==> src/rtl/spi_sck_timer.sv <==
module spi_sck_timer #(
  parameter int FW = 5,
  parameter int CW = 20
) (
  input  logic          clk,
  input  logic          rst,
  input  logic          start,
  input  logic          cpol,
  input  logic [FW-1:0] frame_bits,
  input  logic [1:0]    baud_pre,
  input  logic [3:0]    baud_sc,
  input  logic [1:0]    lead_pre,
  input  logic [3:0]    lead_sc,
  input  logic [1:0]    trail_pre,
  input  logic [3:0]    trail_sc,
  output logic          sck,
  output logic          busy,
  output logic          done
);
  localparam int EW = FW + 1;

  typedef enum logic [1:0] {S_IDLE, S_LEAD, S_SHIFT, S_TRAIL} st_t;

  st_t           st;
  logic [CW-1:0] cnt;
  logic [CW-1:0] per_q;
  logic [CW-1:0] trl_q;
  logic [EW-1:0] edges;

  function automatic logic [CW-1:0] baud_period(input logic [1:0] p, input logic [3:0] s);
    logic [CW-1:0] pv, sv;
    case (p)
      2'd0:    pv = CW'(2);
      2'd1:    pv = CW'(3);
      2'd2:    pv = CW'(5);
      default: pv = CW'(7);
    endcase
    if (s < 4'd4) sv = CW'({s, 1'b0}) + CW'(2);
    else          sv = CW'(1) << s;
    return pv * sv;
  endfunction

  function automatic logic [CW-1:0] delay_len(input logic [1:0] p, input logic [3:0] s);
    logic [CW-1:0] pv;
    pv = CW'({p, 1'b1});
    return pv << ({1'b0, s} + 5'd1);
  endfunction

  function automatic logic [CW-1:0] phase_len(input logic lvl, input logic [CW-1:0] per);
    return lvl ? (per >> 1) : (per - (per >> 1));
  endfunction

  assign busy = (st != S_IDLE);

  always_ff @(posedge clk) begin
    if (rst) begin
      st    <= S_IDLE;
      cnt   <= '0;
      per_q <= '0;
      trl_q <= '0;
      edges <= '0;
      sck   <= cpol;
      done  <= 1'b0;
    end else begin
      done <= 1'b0;
      case (st)
        S_IDLE: begin
          sck <= cpol;
          if (start) begin
            per_q <= baud_period(baud_pre, baud_sc);
            trl_q <= delay_len(trail_pre, trail_sc);
            edges <= {frame_bits, 1'b0};
            cnt   <= delay_len(lead_pre, lead_sc) - CW'(1);
            st    <= S_LEAD;
          end
        end
        S_LEAD: begin
          if (cnt == '0) begin
            if (edges == '0) begin
              st  <= S_TRAIL;
              cnt <= trl_q - CW'(1);
            end else begin
              st  <= S_SHIFT;
              cnt <= phase_len(sck, per_q) - CW'(1);
            end
          end else begin
            cnt <= cnt - CW'(1);
          end
        end
        S_SHIFT: begin
          if (cnt == '0) begin
            sck   <= ~sck;
            edges <= edges - EW'(1);
            if (edges == EW'(1)) begin
              st  <= S_TRAIL;
              cnt <= trl_q - CW'(1);
            end else begin
              cnt <= phase_len(~sck, per_q) - CW'(1);
            end
          end else begin
            cnt <= cnt - CW'(1);
          end
        end
        default: begin
          if (cnt == '0) begin
            st   <= S_IDLE;
            done <= 1'b1;
          end else begin
            cnt <= cnt - CW'(1);
          end
        end
      endcase
    end
  end
endmodule

==> config.mk <==
export PLATFORM = sky130hd
export DESIGN_NAME = spi_sck_timer
export DESIGN_NICKNAME = d
export VERILOG_FILES = /design/src/rtl/spi_sck_timer.sv
export SDC_FILE = /design/constraint.sdc
export NUM_CORES = 1
export LEC_CHECK = 0
export BUFFER_PORTS_ARGS = -buffer_cell sky130_fd_sc_hd__buf_2
export CAP_MARGIN = 20
export CORE_UTILIZATION = 65
export CTS_BUF_LIST = sky130_fd_sc_hd__clkbuf_4 sky130_fd_sc_hd__clkbuf_8 sky130_fd_sc_hd__clkbuf_16
export DETAILED_ROUTE_END_ITERATION = 10
export PLACE_DENSITY = 0.9
export SLEW_MARGIN = 25
export SYNTH_ARGS = -nofsm -noshare
export SYNTH_HDL_FRONTEND = slang
export SYNTH_SLANG_ARGS = --single-unit
export TNS_END_PERCENT = 30
==> constraint.sdc <==
create_clock -name clk -period 9 [get_ports clk]
set_clock_uncertainty 0.2 [all_clocks]
set_input_delay 2.7 -clock clk [delete_from_list [all_inputs] [get_ports clk]]
set_output_delay 2.7 -clock clk [all_outputs]
set_load 0.02 [all_outputs]
Word-level counts from Yosys, hierarchy flattened
Cells that the tools add are included.
- register bits after elaboration: 70
- bits of input ports: 27
- output and inout port bits: 3
- logic and storage cells: 79
- add/sub/neg operators: 10
- $mul: 1
- $lt $le $gt $ge: 1
- eq/ne operators: 11
- shift operators: 3
- multiplexer cells: 31
- bitwise gates (word level): 1
- reduce and logical (&&, ||, !) cells: 14
- operator list (operator ; number):
    20-bit 2-to-1 mux ; 15
    20-bit by 1-bit subtractor with 20-bit output, second input constant ; 5
    20-bit case mux with 3 select lines ; 1
    3-bit by 5-bit << shifter with 20-bit output ; 2
    20-bit zero test ; 1
    20-bit by 20-bit multiplier with 20-bit output ; 1
    1-bit by 4-bit << shifter with 20-bit output, first input constant ; 1
    20-bit by 19-bit subtractor with 20-bit output ; 1
    6-bit 2-to-1 mux ; 2
    6-bit case mux with 2 select lines ; 1
    4-bit by 1-bit adder with 5-bit output, second input constant ; 2
    2-bit 2-to-1 mux ; 5
    3-bit case mux with 3 select lines ; 1
    2-bit != test, second input constant ; 4
    5-bit by 2-bit adder with 6-bit output, second input constant ; 1
    6-bit by 1-bit == test with 1-bit output, second input constant ; 1
    6-bit zero test ; 1
    2-bit case mux with 3 select lines ; 1
    2-bit AND reduction ; 3
    2-bit nonzero test ; 3
    6-bit by 1-bit subtractor with 6-bit output, second input constant ; 1
    5-bit AND reduction ; 1
    2-bit by 1-bit == test with 1-bit output, second input constant ; 2
    2-bit == test, second input constant ; 2
    10 further kinds ; 14

Longest topological paths before layout
- depth after elaboration: 6
- depth in mapped cells: 27
- mapped depth without buffers: 25

Least setup slack after synthesis
No wires, ideal clock.
- kind: input port to flip-flop
- start point: in baud_sc[2]
- end point: reg per_q[19]
- library setup time: 0.086 ns
- data arrival time: 7.843 ns
- data required time: 8.714 ns
- setup slack: 0.872 ns
- stages on the path: 27
- path buffers: 2
- cells stage by stage: clkbuf_1 inv_1 clkbuf_1 ha_1 nor2_1 a21oi_1 or3_1 fa_1 inv_1 ha_1 ha_1 ha_1 ha_1 inv_1 fa_1 inv_1 ha_1 ha_1 inv_1 o21bai_1 a41o_1 o211ai_1 o21a_1 o21ai_0 a31oi_1 xnor2_1 a211oi_1
- longest elaborated chain between the ends: 6
- elaborated cells between the ends (all ways): 8
- those cells by class: 1 x add/sub; 1 x mul; 1 x order compare; 1 x shift; 4 x mux
- RTL lines (item ; line ; RTL):
    start: declaration ; 11 ; input logic [3:0] baud_sc,
    5-bit by 2-bit adder with 6-bit output, or another cell as far along ; 38 ; if (s < 4'd4) sv = CW'({s, 1'b0}) + CW'(2);
    20-bit 2-to-1 mux * ; 38 ;
    20-bit 2-to-1 mux * ; 69 ; if (start) begin
    20-bit 2-to-1 mux * ; 66 ; case (st)
    20-bit 2-to-1 mux * ; 56 ; if (rst) begin
    20-bit by 20-bit multiplier with 20-bit output * ; 40 ; return pv * sv;
    end signal: assignment ; 70 ; per_q <= baud_period(baud_pre, baud_sc);
    end: declaration ; 26 ; logic [CW-1:0] per_q;
Mark *: on every way between the ends. The rest lies on a longest branch, timed or not. The select of a mux whose other input is x is not followed.
A chain may end at the register's enable or synchronous reset.

Worst setup path after layout
Same ends and word-level chain as after synthesis.

==> results.md <==
- Clock-pin slew was measured on the worst setup and hold paths at 60 ps.
- The maximum net fanout on the critical path is 23.
- The total of max-cap violations is 0.
- The total of flip-flops plus latches after synthesis is 70.
- The internal portion of total power is 0.00130 W.
- The number of buffers added by the clock tree synthesis step is 9.
- Entering global routing, the biggest net connects 76 pins.
- The ratio of cells with drive above 1 in the final layout is 6.14%.
- In this run the standard cell core region covers 0.0153 mm^2.
- Static timing analysis puts the maximum clock frequency at 120 MHz.
- The number of instances in the synthesized netlist is 1411.
- The master of the slowest instance on the critical path is sky130_fd_sc_hd__fa_1.
- Global routing consumed, over all layers together, 34.2% of the routing resources.
- For this design the ratio of total power to cell area is 264 mW/mm^2.
- Counting both buffers and inverters, the worst setup path holds a total of 6.
- Yosys mapped a number of flops with a built-in enable equal to 1.
- Once detailed placement completed, the half-perimeter wirelength came to 21500 um.
- Input and output buffers added on the ports amount to 29.
- In this run, the clock network consumes 12.3% of the power.
- The worst pin sits at a relative slew slack of 24.7%.
- The net switching power is 0.00154 W.
- The CTS H-tree depth is 3.
- Row generation in the floorplan step produced 45 rows.
- The clock latency on the worst-skew pair is 350 ps.
- The critical setup path kind is in2reg.
- The aggregate routed wire length is 27400 um.
- The worst supply voltage drop on vdd is 0.164 mV.
- The number of warnings reported in the yosys synthesis log is 0.
- The run finished with clean final reports.
- After synthesis, the mean cell area works out to 7.27 um^2.
- The maximum root-to-sink buffer count is 2.
- Sequential cells were found to cover 13.8% of the synthesized design area.
- The first global-routing pass estimated 45600 um of wire.
- The initial utilization of the core area, before any placement, comes to 67.0%.
- The kind of start point of the critical path is an input pin.
- The number of different library cells used by synthesis comes to 88.
- Per report_power, the combinational group accounts for 71.3% of the total.
- Sorting the synthesized cells by area gives the leading types as sky130_fd_sc_hd__ha_1, sky130_fd_sc_hd__dfxtp_1, sky130_fd_sc_hd__nand2_1.
- The worst setup path is captured at a flip-flop.
- Setup repair after global routing left no endpoint under its margin.
- The critical path data arrival time is 8410 ps.
- The number of slew-limit violations in the final report is 0.
- The area fraction of the dominant cell type after synthesis is 16.7%.
- The via count is 10575.
- The final hold violation count is 0.
- Prior to clock tree synthesis, the placed netlist has a worst setup slack of 381 ps.
- Setup violations remaining at the end of the flow were counted as 0.
- The chip width is 128 um.
- For this run, asynchronously set or reset flops after synthesis account for 0%.
- The remaining antenna violation count after routing is 0.
- The layout net count is 1574.
- The required time of the critical path is 9060 ps.
- At the pin with the least slew margin, the transition time is 1120 ps.
- The final antenna diode count is 0.
- The synthesized area is 0.0103 mm^2.
- The fraction of the cycle the final worst path needs is 92.8%.
- The die covers 0.0163 mm^2.
- The tree is rooted in a sky130_fd_sc_hd__clkbuf_16.
- The sequential fraction of design power is 16.4%.
- The clock drives 70 sinks.
- In this run, post-CTS hold repair placed 0 buffers.
- In the final timing run, aggregate negative setup slack is 0 ps.
- The clock tree from TritonCTS is yes.
- The detailed router finished its first iteration with 1085 violations.
- The floorplan die height is 128 um.
- Once the clock tree was built, the resizer swapped 0 gates to a different size.
- The area growth from synthesis to layout is 4.91%.
- Setup slack on the critical path of the routed design comes to 647 ps.
- The residual overflow from global routing is 0.
- The leakage power of the design is 4.91 nW.
- The largest single stage delay on the critical path is 520 ps.
- The largest delay contributor family on the critical path is adder cells.
- In the final routed layout, each cell accounts on average for 17.0 um.
- Subtracting the final worst setup slack from the clock period gives 8350 ps.
- Once the clock tree was built, the setup fixing pass inserted 0 buffers.
- The remaining design rule violation count is 0.
- By instance count, the cell type seen most on the critical path is sky130_fd_sc_hd__ha_1.
- The initial antenna violation count is 1.
- The via count of the first global-routing pass is 9843.
- The I/O pin count is 30.
- The final design utilization is 70.3%.
- The cell taking the most area after synthesis is sky130_fd_sc_hd__ha_1.
- The ratio of routed vias to standard cells is 6.56.
- For this run, the leading register cell type out of synthesis is sky130_fd_sc_hd__dfxtp_1.
- The tightest min-delay check is of the reg2reg type.
- Of the total power, the share spent switching nets is 54.1%.
- The count of TritonRoute iterations in the first routing pass is 6.
- The final weighted congestion in routability-driven placement is 0.985.
==> registers in the layout, indices dropped and copies added (netlist names) <==
signal / count
cnt: 20
done: 1
edges: 6
per_q: 20
sck: 1
st: 2
trl_q: 20
==> synthesized netlist by cell type (5+ instances only) <==
master / n
sky130_fd_sc_hd__and2_1: 21
sky130_fd_sc_hd__clkbuf_1: 56
sky130_fd_sc_hd__o21ai_0: 86
sky130_fd_sc_hd__nor2_1: 138
sky130_fd_sc_hd__nor4_1: 22
sky130_fd_sc_hd__nand2_1: 149
sky130_fd_sc_hd__o31ai_1: 11
sky130_fd_sc_hd__nor2b_1: 14
sky130_fd_sc_hd__o22ai_1: 7
sky130_fd_sc_hd__buf_1: 5
sky130_fd_sc_hd__a221oi_1: 10
sky130_fd_sc_hd__or3_1: 13
sky130_fd_sc_hd__or4_1: 5
sky130_fd_sc_hd__inv_1: 81
sky130_fd_sc_hd__xor2_1: 39
sky130_fd_sc_hd__and3_1: 31
sky130_fd_sc_hd__o21a_1: 5
sky130_fd_sc_hd__a211oi_1: 27
sky130_fd_sc_hd__a2111oi_2: 5
sky130_fd_sc_hd__nand4_1: 20
sky130_fd_sc_hd__nand3_1: 43
sky130_fd_sc_hd__dfxtp_1: 69
sky130_fd_sc_hd__a31oi_1: 12
sky130_fd_sc_hd__nor3_1: 50
sky130_fd_sc_hd__a21o_1: 14
sky130_fd_sc_hd__fa_1: 15
sky130_fd_sc_hd__a21oi_1: 92
sky130_fd_sc_hd__mux2i_1: 16
sky130_fd_sc_hd__o211ai_1: 16
sky130_fd_sc_hd__nand2b_1: 18
sky130_fd_sc_hd__nand3b_1: 5
sky130_fd_sc_hd__xnor2_1: 52
sky130_fd_sc_hd__ha_1: 137
sky130_fd_sc_hd__a22oi_1: 21
==> metrics by stage <==
| stage | hold slack (ps) | total power, W | instances | area (um^2) |
|---|---|---|---|---|
| global placement | 243 | 0.00237 | 1595 | 10500 |
| floorplan | 230 | 0.00201 | 1412 | 10300 |
| CTS | 270 | 0.00278 | 1611 | 10800 |
| global route | 281 | 0.00304 | 1611 | 10800 |
| finish | 271 | 0.00285 | 1611 | 10800 |
| detailed placement | 263 | 0.00242 | 1595 | 10500 |
==> cell type report <==
| cell class | instances | area [um^2] |
|---|---|---|
| fill | 1279 | 4550 |
| tap | 211 | 264 |
| timing repair buffer | 40 | 228 |
| clock inverter | 7 | 60.1 |
| multi-input combinational | 1192 | 8270 |
| clock buffer | 9 | 225 |
| inverter | 82 | 308 |
| sequential | 70 | 1410 |
==> layout by cell type (no fill, tap or decap), types with 15 or more instances in the layout <==
cell type                  instances
sky130_fd_sc_hd__nand2_1         149
sky130_fd_sc_hd__nor2_1          138
sky130_fd_sc_hd__ha_1            137
sky130_fd_sc_hd__a21oi_1          92
sky130_fd_sc_hd__o21ai_0          86
sky130_fd_sc_hd__inv_1            81
sky130_fd_sc_hd__dfxtp_1          69
sky130_fd_sc_hd__xnor2_1          52
sky130_fd_sc_hd__nor3_1           50
sky130_fd_sc_hd__nand3_1          43
sky130_fd_sc_hd__xor2_1           39
sky130_fd_sc_hd__and3_1           31
sky130_fd_sc_hd__buf_2            29
sky130_fd_sc_hd__a211oi_1         26
sky130_fd_sc_hd__nor4_1           22
sky130_fd_sc_hd__and2_1           21
sky130_fd_sc_hd__a22oi_1          21
sky130_fd_sc_hd__nand4_1          20
sky130_fd_sc_hd__nand2b_1         18
sky130_fd_sc_hd__mux2i_1          16
sky130_fd_sc_hd__o211ai_1         16
sky130_fd_sc_hd__fa_1             15
==> per-layer routing <==
metal	vias to the layer above	GRT usage, %	share of wire (%)
li1	5120	-	-
met1	4922	44.6	44
met2	456	57.0	46
met3	75	5.63	7.6
met4	2	12.0	2.3
met5	-	0	0.20
==> power groups by stage <==
stage                     logic [W]  clock network [W]  registers, W
final                       0.00203           0.000350      0.000467
after global routing        0.00220           0.000362      0.000477
after CTS                   0.00197           0.000349      0.000463
after detailed placement    0.00195                  0      0.000470
after global placement      0.00190                  0      0.000467
after floorplan             0.00158                  0      0.000436
==> path summary, 6_finish.rpt <==
| check | from | end | slack [ps] | depth (start not counted) |
|---|---|---|---|---|
| max | baud_sc[2] | per_q[19] | 650 | 26 |
| min | per_q[0] | per_q[0] | 270 | 2 |
| max reg2reg | per_q[1] | cnt[19] | 4430 | 13 |
| min reg2reg | per_q[0] | per_q[0] | 270 | 2 |
==> worst min-delay path: stages (launching register included) <==
cell and delay, ps:
sky130_fd_sc_hd__dfxtp_1 300, sky130_fd_sc_hd__inv_1 70, sky130_fd_sc_hd__nor3_1 50
==> cell families (layout without fill, tap and decap cells) <==
family	Yosys count	in the layout	share of synthesized area [%]
AO/OA/AOI/OAI	381	381	25.2
AND/OR/NAND/NOR	546	546	25.8
buffers and inverters	150	138	5.74
other	1	2	0.0365
flip-flops	70	70	13.8
XOR/XNOR	93	93	8.08
adder cells (fa/ha/maj)	152	152	19.6
multiplexers	18	18	1.78
Power figures use the tool's default switching activity.
